**src/rtl/agen_pkg.sv**
```systemverilog
package agen_pkg;

    localparam int unsigned AGEN_MAX_LEVELS = 8;
    localparam int unsigned AGEN_SEL_W      = 5;

    typedef enum logic {
        ST_IDLE = 1'b0,
        ST_RUN  = 1'b1
    } run_state_t;

    typedef enum logic [1:0] {
        GRP_EXTENT  = 2'd0,
        GRP_ASTRIDE = 2'd1,
        GRP_TSTRIDE = 2'd2,
        GRP_ORIGIN  = 2'd3
    } cfg_grp_t;

    typedef struct packed {
        logic [AGEN_MAX_LEVELS-1:0] bump;
        logic                       final_step;
    } step_plan_t;

    function automatic cfg_grp_t sel_group(input logic [AGEN_SEL_W-1:0] sel);
        return cfg_grp_t'(sel[4:3]);
    endfunction

    function automatic logic [2:0] sel_slot(input logic [AGEN_SEL_W-1:0] sel);
        return sel[2:0];
    endfunction

endpackage

```
**src/rtl/agen_iter.sv**
```systemverilog
module agen_iter
    import agen_pkg::*;
#(
    parameter int LEVELS = 6,
    parameter int EXT_W  = 8
) (
    input  logic                          clk_i,
    input  logic                          rst_i,
    input  logic                          clear_i,
    input  logic                          adv_i,
    input  logic [LEVELS-1:0][EXT_W-1:0]  last_i,
    output step_plan_t                    plan_o
);

    logic [LEVELS-1:0][EXT_W-1:0] idx_q;
    logic [LEVELS:0]              carry;
    logic [LEVELS-1:0]            bump_v;
    logic [LEVELS-1:0]            wrap_v;

    assign carry[0] = 1'b1;

    generate
        for (genvar l = 0; l < LEVELS; l++) begin : g_lvl
            logic at_end;
            assign at_end     = (idx_q[l] == last_i[l]);
            assign carry[l+1] = carry[l] & at_end;
            assign bump_v[l]  = carry[l] & ~at_end;
            assign wrap_v[l]  = carry[l] & at_end;
        end
    endgenerate

    assign plan_o = '{bump: AGEN_MAX_LEVELS'(bump_v), final_step: carry[LEVELS]};

    always_ff @(posedge clk_i) begin
        if (rst_i || clear_i) begin
            idx_q <= '0;
        end else if (adv_i) begin
            for (int l = 0; l < LEVELS; l++) begin
                if (wrap_v[l]) begin
                    idx_q[l] <= '0;
                end else if (bump_v[l]) begin
                    idx_q[l] <= idx_q[l] + EXT_W'(1);
                end
            end
        end
    end

endmodule

```
**src/rtl/agen_accum.sv**
```systemverilog
module agen_accum #(
    parameter int LEVELS = 6,
    parameter int W      = 16
) (
    input  logic                      clk_i,
    input  logic                      rst_i,
    input  logic                      load_i,
    input  logic                      adv_i,
    input  logic [LEVELS-1:0]         bump_i,
    input  logic [LEVELS-1:0][W-1:0]  stride_i,
    input  logic [W-1:0]              origin_i,
    output logic [W-1:0]              value_o
);

    logic [LEVELS-1:0][W-1:0] base_q;
    logic [W-1:0]             pick_base;
    logic [W-1:0]             pick_stride;
    logic [W-1:0]             next_val;
    logic [LEVELS-1:0]        reach;

    always_comb begin
        pick_base   = '0;
        pick_stride = '0;
        for (int l = 0; l < LEVELS; l++) begin
            if (bump_i[l]) begin
                pick_base   = pick_base | base_q[l];
                pick_stride = pick_stride | stride_i[l];
            end
        end
        next_val = pick_base + pick_stride;
    end

    generate
        for (genvar l = 0; l < LEVELS; l++) begin : g_reach
            assign reach[l] = |bump_i[LEVELS-1:l];
        end
    endgenerate

    always_ff @(posedge clk_i) begin
        if (rst_i) begin
            value_o <= '0;
            base_q  <= '0;
        end else if (load_i) begin
            value_o <= origin_i;
            for (int l = 0; l < LEVELS; l++) begin
                base_q[l] <= origin_i;
            end
        end else if (adv_i && (|bump_i)) begin
            value_o <= next_val;
            for (int l = 0; l < LEVELS; l++) begin
                if (reach[l]) begin
                    base_q[l] <= next_val;
                end
            end
        end
    end

endmodule

```
**src/rtl/affine_agen.sv**
```systemverilog
module affine_agen
    import agen_pkg::*;
#(
    parameter int LEVELS = 6,
    parameter int EXT_W  = 8,
    parameter int ADDR_W = 16,
    parameter int TIME_W = 16,
    parameter int CFG_W  = (ADDR_W > TIME_W) ? ADDR_W : TIME_W
) (
    input  logic                  clk_i,
    input  logic                  rst_i,
    input  logic                  cfg_we_i,
    input  logic [AGEN_SEL_W-1:0] cfg_sel_i,
    input  logic [CFG_W-1:0]      cfg_data_i,
    input  logic                  start_i,
    output logic                  busy_o,
    output logic                  strobe_o,
    output logic [ADDR_W-1:0]     addr_o,
    output logic                  done_o
);

    logic [LEVELS-1:0][EXT_W-1:0]  ext_q;
    logic [LEVELS-1:0][ADDR_W-1:0] astr_q;
    logic [LEVELS-1:0][TIME_W-1:0] tstr_q;
    logic [ADDR_W-1:0]             aofs_q;
    logic [TIME_W-1:0]             tofs_q;

    run_state_t        state_q;
    logic [TIME_W-1:0] cyc_q;
    logic [TIME_W-1:0] tval;
    logic              done_q;
    logic              launch;
    logic              fire;
    logic              cfg_ok;
    cfg_grp_t          grp;
    logic [2:0]        slot;
    step_plan_t        plan;

    assign grp    = sel_group(cfg_sel_i);
    assign slot   = sel_slot(cfg_sel_i);
    assign cfg_ok = cfg_we_i && (state_q == ST_IDLE);
    assign launch = start_i && (state_q == ST_IDLE);
    assign fire   = (state_q == ST_RUN) && (cyc_q >= tval);

    always_ff @(posedge clk_i) begin
        if (rst_i) begin
            ext_q  <= '0;
            astr_q <= '0;
            tstr_q <= '0;
            aofs_q <= '0;
            tofs_q <= '0;
        end else if (cfg_ok) begin
            for (int l = 0; l < LEVELS; l++) begin
                if (int'(slot) == l) begin
                    unique case (grp)
                        GRP_EXTENT:  ext_q[l]  <= cfg_data_i[EXT_W-1:0];
                        GRP_ASTRIDE: astr_q[l] <= cfg_data_i[ADDR_W-1:0];
                        GRP_TSTRIDE: tstr_q[l] <= cfg_data_i[TIME_W-1:0];
                        default: ;
                    endcase
                end
            end
            if (grp == GRP_ORIGIN && slot == 3'd0) aofs_q <= cfg_data_i[ADDR_W-1:0];
            if (grp == GRP_ORIGIN && slot == 3'd1) tofs_q <= cfg_data_i[TIME_W-1:0];
        end
    end

    always_ff @(posedge clk_i) begin
        if (rst_i) begin
            state_q <= ST_IDLE;
            cyc_q   <= '0;
            done_q  <= 1'b0;
        end else if (launch) begin
            state_q <= ST_RUN;
            cyc_q   <= '0;
            done_q  <= 1'b0;
        end else if (state_q == ST_RUN) begin
            cyc_q <= cyc_q + TIME_W'(1);
            if (fire && plan.final_step) begin
                state_q <= ST_IDLE;
                done_q  <= 1'b1;
            end
        end
    end

    agen_iter #(.LEVELS(LEVELS), .EXT_W(EXT_W)) u_iter (
        .clk_i   (clk_i),
        .rst_i   (rst_i),
        .clear_i (launch),
        .adv_i   (fire),
        .last_i  (ext_q),
        .plan_o  (plan)
    );

    agen_accum #(.LEVELS(LEVELS), .W(ADDR_W)) u_addr_gen (
        .clk_i    (clk_i),
        .rst_i    (rst_i),
        .load_i   (launch),
        .adv_i    (fire),
        .bump_i   (plan.bump[LEVELS-1:0]),
        .stride_i (astr_q),
        .origin_i (aofs_q),
        .value_o  (addr_o)
    );

    agen_accum #(.LEVELS(LEVELS), .W(TIME_W)) u_sched_gen (
        .clk_i    (clk_i),
        .rst_i    (rst_i),
        .load_i   (launch),
        .adv_i    (fire),
        .bump_i   (plan.bump[LEVELS-1:0]),
        .stride_i (tstr_q),
        .origin_i (tofs_q),
        .value_o  (tval)
    );

    assign busy_o   = (state_q == ST_RUN);
    assign strobe_o = fire;
    assign done_o   = done_q;

endmodule

```
**config.mk**
```make
export PLATFORM = sky130hd
export DESIGN_NAME = affine_agen
export DESIGN_NICKNAME = d
export VERILOG_FILES = /design/src/rtl/agen_pkg.sv /design/src/rtl/agen_iter.sv /design/src/rtl/agen_accum.sv /design/src/rtl/affine_agen.sv
export SDC_FILE = /design/constraint.sdc
export NUM_CORES = 1
export LEC_CHECK = 0
export BUFFER_PORTS_ARGS = -buffer_cell sky130_fd_sc_hd__buf_2
export CAP_MARGIN = 20
export CORE_ASPECT_RATIO = 1.5
export CORE_MARGIN = 3
export CORE_UTILIZATION = 45
export CTS_BUF_LIST = sky130_fd_sc_hd__clkbuf_2 sky130_fd_sc_hd__clkbuf_4 sky130_fd_sc_hd__clkbuf_8
export DETAILED_ROUTE_END_ITERATION = 12
export GPL_TIMING_DRIVEN = 0
export SLEW_MARGIN = 20
export SYNTH_ARGS = -nofsm -noshare
export SYNTH_HDL_FRONTEND = slang
export SYNTH_SLANG_ARGS = --single-unit
```
**constraint.sdc**
```tcl
create_clock -name clk_i -period 4.66 [get_ports clk_i]
set_input_delay 0.932 -clock clk_i [delete_from_list [all_inputs] [get_ports clk_i]]
set_output_delay 0.932 -clock clk_i [all_outputs]
set_load 0.005 [all_outputs]
```
=== Yosys cells after proc, flatten, opt, wreduce, memory -nomap -nowiden ===
Index checks and enable logic that the tools add are counted.

* $lt $le $gt $ge: 1
* Mux-type cells: 58
* Bitwise operators: 37
* Reduce and logical (&&, ||, !) cells: 61
* Equality and inequality tests: 15
* Add/sub/neg operators: 9

{| class="wikitable"
|+ Operators by type and width
! operator !! count
|-
| 16-bit two-way mux || 40
|-
| 96-bit two-way mux || 4
|-
| 16-bit OR || 20
|-
| 8-bit two-way mux || 11
|-
| 3-bit AND reduction || 18
|-
| 8-bit by 1-bit adder with 8-bit output, second input constant || 6
|-
| 8-bit == test || 6
|-
| 16-bit adder || 2
|-
| 2-bit AND reduction || 14
|-
| 2-bit nonzero test || 12
|-
| 16-bit by 1-bit adder with 16-bit output, second input constant || 1
|-
| 16-bit greater-or-equal comparator || 1
|-
| 3-bit == test, second input constant || 4
|-
| 1-bit bitwise AND || 10
|-
| 1-bit logical AND || 7
|-
| 1-bit inverter || 7
|-
| 3-bit logical NOT || 2
|-
| 6-bit OR reduction || 1
|-
| 5-bit OR reduction || 1
|-
| 2-bit == test, second input constant || 2
|-
| 2-bit OR reduction || 2
|-
| 4-bit OR reduction || 1
|-
| 3-bit by 1-bit == test with 1-bit output, second input constant || 1
|-
| 3-bit by 2-bit == test with 1-bit output, second input constant || 1
|-
| 5 further kinds || 7
|}

* Logic and storage cells: 224
* Flip-flop bits (word level): 562
* Output and inout bits: 19
* Input port bits: 25

=== Longest topological paths before layout ===
Gate-level depths: netlist of run 1.

* Depth in word-level cells: 16
* Gate-level depth with buffers: 20
* Depth with buffers taken out: 18

=== Hierarchy ===
Synthesis of run 1 repeated with hierarchy kept, for this count alone.

* Cells, all modules: 3124
* Area total of the unflattened synthesis: 25433.1 sq um

{| class="wikitable"
|+ Modules (own cells, without submodules)
! module !! cells an instance !! instances !! area an instance (sq um) !! sequential area each (sq um)
|-
| affine_agen || 1353 || 1 || 10734.0 || 5805.6
|-
| agen_accum at u_sched_gen || 711 || 1 || 5873.1 || 2242.2
|-
| agen_accum at u_addr_gen || 711 || 1 || 5866.9 || 2242.2
|-
| agen_iter || 349 || 1 || 2959.1 || 960.9
|}

=== Least setup slack after synthesis of run 1 ===
Ideal clock, no wire load.

* Path type: reg-to-reg
* Start: register u_iter.idx_q[43] (netlist bit)
* End: register u_sched_gen.base_q[14] (netlist bit)
* Slack: 0.076 ns
* Clock period less this slack: 4.584 ns
* Arrival time: 4.499 ns
* Setup time: 0.086 ns
* Stages on the path, launching flop included: 21
* Required time: 4.574 ns
* Path buffers: 3
* Cell sequence: dfxtp_1 -> xor2_1 -> nor4_1 -> and2_1 -> buf_2 -> nor3_4 -> buf_6 -> clkbuf_1 -> a222oi_1 -> o21ai_0 -> ha_1 -> fa_1 -> a21oi_1 -> o21ai_0 -> a2111oi_2 -> o31ai_1 -> o311a_1 -> o21a_1 -> nor3_1 -> a21oi_2 -> a211oi_1

* Cells in the longest elaborated chain, start to end: 8
* Elaborated cells between the ends (all ways): 14
* Classes of those cells: add/sub: 1; eq/ne: 1; mux: 5; bitwise: 2; reduce/logical: 5

{| class="wikitable"
|+ RTL lines
! element !! line !! RTL
|-
| start, declared || agen_iter.sv:15 || <nowiki>logic [LEVELS-1:0][EXT_W-1:0] idx_q;</nowiki>
|-
| start signal, assigned by index || agen_iter.sv:42 || <nowiki>idx_q[l] <= idx_q[l] + EXT_W'(1);</nowiki>
|-
| 8-bit == test (*) || agen_iter.sv:25 || <nowiki>assign at_end = (idx_q[l] == last_i[l]);</nowiki>
|-
| 1-bit inverter (*) || agen_iter.sv:27 || <nowiki>assign bump_v[l] = carry[l] & ~at_end;</nowiki>
|-
| 1-bit bitwise AND (*) || agen_iter.sv:27 ||
|-
| 16-bit two-way mux || agen_accum.sv:25 || <nowiki>if (bump_i[l]) begin</nowiki>
|-
| 16-bit adder || agen_accum.sv:30 || <nowiki>next_val = pick_base + pick_stride;</nowiki>
|-
| 16-bit two-way mux || agen_accum.sv:51 || <nowiki>if (reach[l]) begin</nowiki>
|-
| 96-bit two-way mux || agen_accum.sv:48 || <nowiki>end else if (adv_i && (|bump_i)) begin</nowiki>
|-
| 96-bit two-way mux || agen_accum.sv:43 || <nowiki>end else if (load_i) begin</nowiki>
|-
| end signal, assigned by index || agen_accum.sv:46 || <nowiki>base_q[l] <= origin_i;</nowiki>
|-
| end signal, assigned by index || agen_accum.sv:52 || <nowiki>base_q[l] <= next_val;</nowiki>
|-
| end, declared || agen_accum.sv:15 || <nowiki>logic [LEVELS-1:0][W-1:0] base_q;</nowiki>
|}

Mark *: on every way between the ends. The rest lies on a longest branch, timed or not. The select of a mux whose other input is x is not followed.
A chain may end at the register's enable or synchronous reset.

=== Worst setup path in the final report of run 1 ===
* Start: register ext_q[42] (netlist bit)
* End: register u_sched_gen.base_q[14] (netlist bit)

* Cells in the longest elaborated chain, start to end: 8
* Elaborated cells between the ends (all ways): 14
* Classes of those cells: add/sub: 1; eq/ne: 1; mux: 5; bitwise: 2; reduce/logical: 5

{| class="wikitable"
|+ RTL lines
! element !! line !! RTL
|-
| start, declared || affine_agen.sv:22 || <nowiki>logic [LEVELS-1:0][EXT_W-1:0] ext_q;</nowiki>
|-
| start signal, assigned by index || affine_agen.sv:56 || <nowiki>GRP_EXTENT: ext_q[l] <= cfg_data_i[EXT_W-1:0];</nowiki>
|-
| 8-bit == test (*) || agen_iter.sv:25 ||
|-
| 1-bit inverter (*) || agen_iter.sv:27 ||
|-
| 1-bit bitwise AND (*) || agen_iter.sv:27 ||
|-
| 16-bit two-way mux || agen_accum.sv:25 ||
|-
| 16-bit adder || agen_accum.sv:30 ||
|-
| 16-bit two-way mux || agen_accum.sv:51 ||
|-
| 96-bit two-way mux || agen_accum.sv:48 ||
|-
| 96-bit two-way mux || agen_accum.sv:43 ||
|}

Marked as above.

==> run summary, run 1 <==
The flow ran to the end, but the final reports show violations. The final reports fail on negative setup slack. After synthesis, the cell types taking the most area are sky130_fd_sc_hd__dfxtp_1 (46%), sky130_fd_sc_hd__nand2_1 (8.3%), sky130_fd_sc_hd__a21oi_1 (6.3%). TritonCTS built the clock tree. The estimated wirelength of the detail-placed design is around 70000 um. For this run, the share of the core covered by cells in the final layout is 0.5521. The count of maximum capacitance violations is 0.

The kind of capture point of the worst setup path is a flip-flop. TritonCTS created 89 clock buffers. The leading area contributor after synthesis is sky130_fd_sc_hd__dfxtp_1. The floorplan step set the die height to slightly below 300 um.

The predominant post-synthesis flop cell is sky130_fd_sc_hd__dfxtp_1. Static timing analysis puts the maximum clock frequency at between 150 and 200 MHz. The clock transition time at the flip-flop clock pins of the worst setup and hold paths is ~80 ps.

The cell internal power dissipation is 7972 uW. In the routed layout, each cell is associated on average with a via count of 6.095. The setup slack of the most critical reg-to-reg path came out at -450 ps.

The clock latency of the later-clocked register in the worst-skew pair came out at 720 ps. The final hold violation count is 0. The post-synthesis area per instance is 8.358 sq um. Of the synthesized area, sequential elements account for 0.4554. The count of synthesis-stage warnings from yosys came out at 0.

The area used by multi-input combinational logic is 13650 sq um. In this run the worst path has a maximum fanout of 7. The sequential cell area in the final layout came out at 11290 sq um.

For this block, the via count after detailed routing is 23890. The worst slew margin relative to its limit came out at 0.2099. The detailed router finished its first iteration with 2173 violations. Setup repair after global routing could not meet its margin everywhere. CTS built an H-tree with a depth of 3. The number of pins with negative max-slew slack in the final report came out at 0. The area growth from synthesis to final layout is 20.68%. The wire length per cell came out at 24.62 um. The number of endpoints failing setup at the final stage is 114. The overall overflow remaining after global route is 0. The proportion of netlist area held by the largest area contributor came out at 0.4554. In the final design database the tool counted roughly 3300 nets. The class of the tightest hold or removal check is flip-flop to flip-flop. The placed cell count is 3679. The routability-driven placement congestion ratio is 0.9781. The worst setup margin came out at -446.5 ps.

The width of the die came out at 197.3 um. The I/O pin total is 44. The actual slew at the worst max-slew pin came out at 1185 ps. The region available for standard cell placement spans 54000 sq um. The number of global-route vias before repair is 23430.

For this run, the detailed router's first-pass iteration total came to 8. Counting distinct cell types in the post-synthesis netlist gives between 70 and 80. The number of buffer cells added on primary ports came out at 34. The switching share of power came out at 0.2923. The worst setup path is of the flip-flop to flip-flop kind. The initial antenna violation count came to 1. The cell sitting at the root of the clock tree is a sky130_fd_sc_hd__clkbuf_8. The worst ir drop on vdd came out at 0.0002910 V.

The first global-routing pass estimated 142200 um of wire. The final cell count without fillers is 3920. Counting along the longest clock path gives a buffer depth of 3. For this design, the sink count on the clock tree is 562. The total routed wirelength is 96510 um. The floorplan has approximately 100 rows. The worst setup path is launched from a flip-flop. The count of flip-flops with a built-in enable after synthesis came out at 0. The fraction of final layout cells sized beyond drive strength 1 came out at 0.1853. The time the final worst path needs with I/O delays and setup came out at 5107 ps. The global router's overall resource usage came out at 0.3248. The critical path data required time is 5300 ps. Counting the fill cells in the layout gives 4994. For this run, asynchronously set or reset flops after synthesis account for 0.

The post-synthesis register bit count is 562. The power per cell area came out at ~380 nW/um^2. Synthesis produced a netlist with a net count of 3036. The mapped cell area is 24710 sq um. The initial standard-cell utilization of the core is 0.4575. The arrival time reported for the critical path endpoint is 5750 ps.

The clock arrives with 47.06 ps of skew. The maximum number of pins on one net before global-route repair is 13. The analysis attributes to cell leakage a power of 0.01091 uW. For this run, design rule violations remaining after detail routing come to 0. The share of power burned in the clock network came out at 0.391. The net switching power came out at 3292 uW. The power share of the combinational group is 0.154. The share of total power dissipated in sequential elements is 0.455.

In the finished design, the share of the clock period the worst path needs comes to 1.096. The number of nets with antenna violations after detailed routing is 0. The synthesized instance count is 2956. The die covers about 58000 sq um.
[power by group through the flow]
stage | clock network (uW) | logic [uW] | registers [uW]
2_1_floorplan | 0 | 856 | 5190
3_3_place_gp | 0 | 1350 | 5210
3_5_place_dp | 0 | 1360 | 5220
4_1_cts | 4450 | 1560 | 5120
5_1_grt | 4670 | 1830 | 5140
6_report | 4410 | 1730 | 5120
[placed cells by master, fill, tap and decap left out, types with 22 or more instances in the layout]
master,n
sky130_fd_sc_hd__nand2_1,543
sky130_fd_sc_hd__dfxtp_1,539
sky130_fd_sc_hd__nor2_1,360
sky130_fd_sc_hd__a21oi_1,287
sky130_fd_sc_hd__clkbuf_1,133
sky130_fd_sc_hd__clkbuf_8,105
sky130_fd_sc_hd__a211oi_1,78
sky130_fd_sc_hd__buf_4,68
sky130_fd_sc_hd__buf_2,67
sky130_fd_sc_hd__a211oi_2,65
sky130_fd_sc_hd__mux2i_1,62
sky130_fd_sc_hd__a221oi_1,61
sky130_fd_sc_hd__o21ai_0,60
sky130_fd_sc_hd__a222oi_1,60
sky130_fd_sc_hd__xnor2_1,53
sky130_fd_sc_hd__o21a_1,45
sky130_fd_sc_hd__ha_1,44
sky130_fd_sc_hd__xor2_1,37
sky130_fd_sc_hd__nand4_1,34
sky130_fd_sc_hd__nand3_1,30
sky130_fd_sc_hd__buf_6,30
sky130_fd_sc_hd__o21ai_1,29
sky130_fd_sc_hd__clkbuf_4,29
sky130_fd_sc_hd__inv_1,28
sky130_fd_sc_hd__o21ai_2,25
sky130_fd_sc_hd__a21oi_2,22
[cells in the mapped netlist, types with 23 or more instances]
| cell type | count |
|---|---|
| sky130_fd_sc_hd__nand4_1 | 34 |
| sky130_fd_sc_hd__nor2_1 | 365 |
| sky130_fd_sc_hd__a222oi_1 | 60 |
| sky130_fd_sc_hd__xor2_1 | 43 |
| sky130_fd_sc_hd__o21ai_0 | 102 |
| sky130_fd_sc_hd__xnor2_1 | 58 |
| sky130_fd_sc_hd__nand2_1 | 545 |
| sky130_fd_sc_hd__buf_2 | 30 |
| sky130_fd_sc_hd__nor3_1 | 23 |
| sky130_fd_sc_hd__ha_1 | 53 |
| sky130_fd_sc_hd__a211oi_1 | 144 |
| sky130_fd_sc_hd__dfxtp_1 | 562 |
| sky130_fd_sc_hd__a221oi_1 | 62 |
| sky130_fd_sc_hd__mux2i_1 | 69 |
| sky130_fd_sc_hd__inv_1 | 28 |
| sky130_fd_sc_hd__nand3_1 | 31 |
| sky130_fd_sc_hd__clkbuf_1 | 165 |
| sky130_fd_sc_hd__o21a_1 | 45 |
| sky130_fd_sc_hd__a21oi_1 | 312 |
[what timing repair did]
item / CTS / global route
gates resized for setup: 268 / 131
hold buffers: 0 / 0
pin swaps: 109 / 69
buffers inserted: 67 / 26
endpoints found under the setup margin: 219 / 148
gates cloned: 0 / 1
[logic make-up (layout without fill, tap and decap cells)]
family	Yosys count	in the layout	synth area share
AO/OA/AOI/OAI	825	825	0.2214
XOR/XNOR	104	104	0.03803
adder cells (fa/ha/maj)	55	55	0.02846
buffers and inverters	241	513	0.04026
flip-flops	562	562	0.4554
multiplexers	69	69	0.02795
other	0	3	0
AND/OR/NAND/NOR	1100	1100	0.1885
[worst paths after layout]
kind | from | to | depth (start not counted)
worst min register to register | tstr_q[48]$_SDFFE_PP0P_ | tstr_q[48]$_SDFFE_PP0P_ | 2
worst max register to register | ext_q[42]$_SDFFE_PP0P_ | u_sched_gen.base_q[14]$_SDFFE_PP0P_ | 22
worst min-delay path | tstr_q[48]$_SDFFE_PP0P_ | tstr_q[48]$_SDFFE_PP0P_ | 2
worst max-delay path | ext_q[42]$_SDFFE_PP0P_ | u_sched_gen.base_q[14]$_SDFFE_PP0P_ | 22
[area by class of cell]
| cell class | instances | area share |
|---|---|---|
| multi-input cells | 2153 | 0.4579 |
| flip-flops and latches | 562 | 0.3786 |
| clock buffers | 129 | 0.05430 |
| plain buffers | 210 | 0.03554 |
| repair buffers | 126 | 0.03458 |
| well taps | 689 | 0.02891 |
| clock inverters | 19 | 0.006295 |
| inverters | 29 | 0.003651 |
| diodes | 3 | 0.0002518 |
[metal layers]
metal	part of all wire	GRT usage	routed length, um	up-vias
met5	0	0	0	-
met4	0.091	0.2528	8745	0
met3	0.070	0.05036	6741	333
met2	0.47	0.5441	45830	1144
li1	-	-	-	10890
met1	0.36	0.3689	35190	11530
[through the flow]
step	instance area (sq um)	power (uW)	setup TNS [ps]	worst slack (ps)	hold WS (ps)
floorplan	24710	6045	0	75.96	426.7
global placement	25740	6559	-222720	-2052	440.7
detailed placement	25740	6587	-236040	-2059	443.6
CTS	29050	11130	-14120	-401.0	454.3
global route	29810	11640	-34760	-543.8	465.3
finish	29820	11260	-24590	-446.5	454.7
[sequential cells by signal, summed over array words and instances (netlist names)]
name                 count
astr_q                  96
tstr_q                  96
u_addr_gen.base_q       96
u_sched_gen.base_q      96
ext_q                   48
u_iter.idx_q            48
aofs_q                  16
cyc_q                   16
tofs_q                  16
u_addr_gen.value_o      16
u_sched_gen.value_o     16
busy_o                   1
done_o                   1
[worst max-delay path, stage by stage, from the launching register on]
cell	delay, ps
sky130_fd_sc_hd__dfxtp_2	330
sky130_fd_sc_hd__xor2_1	160
sky130_fd_sc_hd__nor4_2	390
sky130_fd_sc_hd__and2_1	200
sky130_fd_sc_hd__buf_6	120
sky130_fd_sc_hd__nor3_4	50
sky130_fd_sc_hd__buf_6	120
sky130_fd_sc_hd__clkbuf_16	160
sky130_fd_sc_hd__a222oi_1	620
sky130_fd_sc_hd__o21ai_1	240
sky130_fd_sc_hd__ha_2	260
sky130_fd_sc_hd__fa_2	370
sky130_fd_sc_hd__a21oi_4	170
sky130_fd_sc_hd__o21ai_4	100
sky130_fd_sc_hd__a2111oi_4	290
sky130_fd_sc_hd__buf_4	190
sky130_fd_sc_hd__o31ai_4	70
sky130_fd_sc_hd__o311a_1	350
sky130_fd_sc_hd__o21a_1	230
sky130_fd_sc_hd__nor3_4	160
sky130_fd_sc_hd__a21oi_4	60
sky130_fd_sc_hd__buf_12	180
sky130_fd_sc_hd__a211oi_2	210
No activity file was read; power rests on OpenSTA's default activity.
==> run 2: changes to the inputs <==
--- a/config.mk
+++ b/config.mk
@@ -8,11 +8,11 @@
 export BUFFER_PORTS_ARGS = -buffer_cell sky130_fd_sc_hd__buf_2
 export CAP_MARGIN = 20
 export CORE_ASPECT_RATIO = 1.5
-export CORE_MARGIN = 3
 export CORE_UTILIZATION = 45
 export CTS_BUF_LIST = sky130_fd_sc_hd__clkbuf_2 sky130_fd_sc_hd__clkbuf_4 sky130_fd_sc_hd__clkbuf_8
 export DETAILED_ROUTE_END_ITERATION = 12
 export GPL_TIMING_DRIVEN = 0
+export SKIP_CTS_REPAIR_TIMING = 1
 export SLEW_MARGIN = 20
 export SYNTH_ARGS = -nofsm -noshare
 export SYNTH_HDL_FRONTEND = slang
==> run 2 against run 1 <==
The flow finishes with violations (design-rule violations, negative setup slack). Global-route usage grew 0.22 points. Critical endpoint is now u_sched_gen.value_o[14]$_SDFFE_PP0P_. Fmax shrank 2.7%. Combinational power shrank 14%. Highest routed layer unchanged. Clock skew shrank 5.9 ps.
==> run summary, run 2 (synthesized netlist as in run 1, its figures left out) <==
The flow ran to the end, but the final reports show violations. The checks that failed: design-rule violations, negative setup slack. The global router's overall resource usage came out at 0.3270. At the pin with the least slew margin, the transition time is 1312 ps. The region available for standard cell placement spans 54000 sq um. The critical path startpoint is u_iter.idx_q[16]$_SDFFE_PP0P_. The critical path in this run is classified as flip-flop to flip-flop.

The period utilization is 1.126. The total number of vias came out at 23410. TritonCTS built the clock tree. In the layout the commonest cells are sky130_fd_sc_hd__nand2_1 (544), sky130_fd_sc_hd__dfxtp_1 (544), sky130_fd_sc_hd__nor2_1 (363). The width of the die came out at 193.3 um.

CTS built an H-tree with a depth of 3. The vertical die dimension came out at a little under 300 um. The fraction of the core area covered by cells at the end of the flow came out at 0.5260. The critical path data required time came out at 5280 ps.

Pin placement for this block handled 44 I/O pins. The congestion estimate from routability-driven global placement came to between 0.9 and 1. The number of DRC violations after detailed-routing iteration 0 is 2271. The kind of capture point of the worst setup path is a flip-flop. The number of global-route vias before repair is 22350. The number of nets with antenna violations after detailed routing came out at 0. For this design the ratio of total power to cell area is 392.3 nW/um^2. The worst-case clock buffer depth is 3.

The worst setup path is launched from a flip-flop. The worst slew margin relative to its limit is 0.1255. Max-cap violations in this run came to 0. Summing internal, switching and leakage power gives 11140 uW. The area growth from synthesis to final layout came out at 14.98%.

The final hold violation count came out at 0. The final cell count without fillers is 3860. After detailed placement, the design holds a cell count of between 3000 and 4000. The placement row count came out at between 100 and 150. The number of buffers added by the clock tree synthesis step came out at 87. The largest fanout on the critical path came out at 10. On the final layout, the worst clock skew is 41.17 ps. The worst hold margin came out at about 460 ps. The total routed wirelength came out at 93990 um. The static power due to leakage is 0.01036 uW. The number of pins with negative max-slew slack in the final report came out at 0. The first-pass GRT wire length came out at 136300 um.

The sink count of the clock tree came out at roughly 560. After filler insertion, the fill cell instance count of the layout stands at 5152. Entering global routing, the biggest net connects 12 pins. The residual DRC count came out at 4.

The floorplan die area came out at 55860 sq um. In this run the critical register-to-register path is launched from u_iter.idx_q[16]$_SDFFE_PP0P_. In the final routed layout, each cell accounts on average for around 24 um. The clock transition time at the flip-flop clock pins of the worst setup and hold paths is 60 ps. The root buffer selected by CTS is sky130_fd_sc_hd__clkbuf_8. The estimated wirelength of the detail-placed design came out at 68680 um. For this configuration, the core starts out at a cell density of 0.4575.

The first-pass iteration count of the detailed router came out at 12. The number of endpoints failing setup at the final stage came out at 123. At the later pin of the worst-skew pair, clock insertion delay measures 720 ps. Data arrives at the worst endpoint at 5870 ps. Summed over all layers, the global routing overflow is 0. Setup repair after global routing could not meet its margin everywhere. The min-delay analysis places its worst path in the category flip-flop to flip-flop. The worst ir drop on vdd came out at around 0.00026 V.

The fraction of final layout cells sized beyond drive strength 1 came out at 0.1278. The worst setup margin came out at -588.7 ps. Static timing analysis puts the maximum clock frequency at 190.5 MHz. The startpoint identified for the worst hold timing path is tstr_q[74]$_SDFFE_PP0P_. The initial antenna violation count is 2. For the finished layout, the period the worst path requires is 5249 ps. The number of nets in the layout is 3185.

The number of buffer cells added on primary ports is 34. The average vias per placed instance is ~6.1.
## run 2: cell types whose count changed in the layout (fill, tap and decap cells not counted), moves of 20 or more
cell / before / now
sky130_fd_sc_hd__a211oi_1: 78 / 130
sky130_fd_sc_hd__buf_6: 30 / 8
sky130_fd_sc_hd__buf_4: 68 / 31
sky130_fd_sc_hd__a211oi_2: 65 / 14
sky130_fd_sc_hd__a21oi_1: 287 / 307
sky130_fd_sc_hd__o21ai_0: 60 / 82
## run 2: area by class of cell
class / instances / area (sq um) / share of cell area
clock buffer: 137 / 1729 / 0.06087
multi-input combinational: 2153 / 12870 / 0.4532
buffer: 211 / 975.9 / 0.03436
clock inverter: 17 / 166.4 / 0.005858
sequential: 562 / 11280 / 0.3970
timing repair buffer: 61 / 410.4 / 0.01445
inverter: 29 / 108.9 / 0.003832
tap: 689 / 862.1 / 0.03035
antenna: 1 / 2.502 / 0.00008809
## run 2: worst max-delay path, stage by stage, from the launching register on
cell and delay [ps]:
sky130_fd_sc_hd__dfxtp_1 480, sky130_fd_sc_hd__xnor2_1 120, sky130_fd_sc_hd__nand4_1 200, sky130_fd_sc_hd__nor4_4 100, sky130_fd_sc_hd__buf_6 150, sky130_fd_sc_hd__and3_1 160
sky130_fd_sc_hd__clkbuf_4 240, sky130_fd_sc_hd__buf_6 200, sky130_fd_sc_hd__a222oi_1 470, sky130_fd_sc_hd__o21ai_1 270, sky130_fd_sc_hd__ha_2 270, sky130_fd_sc_hd__fa_2 360
sky130_fd_sc_hd__a21oi_2 180, sky130_fd_sc_hd__o21ai_2 100, sky130_fd_sc_hd__a2111oi_2 360, sky130_fd_sc_hd__buf_4 200, sky130_fd_sc_hd__o31ai_4 90, sky130_fd_sc_hd__o311a_1 340
sky130_fd_sc_hd__o21a_1 200, sky130_fd_sc_hd__nor3_2 190, sky130_fd_sc_hd__a21oi_4 60, sky130_fd_sc_hd__buf_12 180, sky130_fd_sc_hd__a211oi_2 200
## run 2: final timing paths
kind                                     endpoint  slack [ps]  depth (start not counted)
max          u_sched_gen.value_o[14]$_SDFFE_PP0P_        -590                         22
min                       tstr_q[74]$_SDFFE_PP0P_         460                          2
max reg2reg  u_sched_gen.value_o[14]$_SDFFE_PP0P_        -590                         22
min reg2reg               tstr_q[74]$_SDFFE_PP0P_         460                          2
## run 2: stage by stage
stage	instance area (sq um)	worst slack [ps]	setup TNS, ps
final	28410	-588.7	-34100
after global routing	28410	-799.2	-51930
after CTS	27630	-2195	-249240
after detailed placement	25740	-2139	-241520
after global placement	25740	-2030	-222200
after floorplan	24710	75.96	0
## run 2: where the power goes
part / leakage [uW] / switching (uW) / total (uW) / internal, uW
Clock: 0.00101 / 2020 / 4530 / 2520
Sequential: 0.00458 / 115 / 5120 / 5010
Combinational: 0.00477 / 1040 / 1490 / 446
Total: 0.0104 / 3170 / 11100 / 7970
## run 2: routing by layer
layer	track usage	share of wire	routed length, um
met1	0.3596	0.37	34590
met2	0.5633	0.48	45510
met3	0.05460	0.067	6321
met4	0.2622	0.081	7576
met5	0	0	0
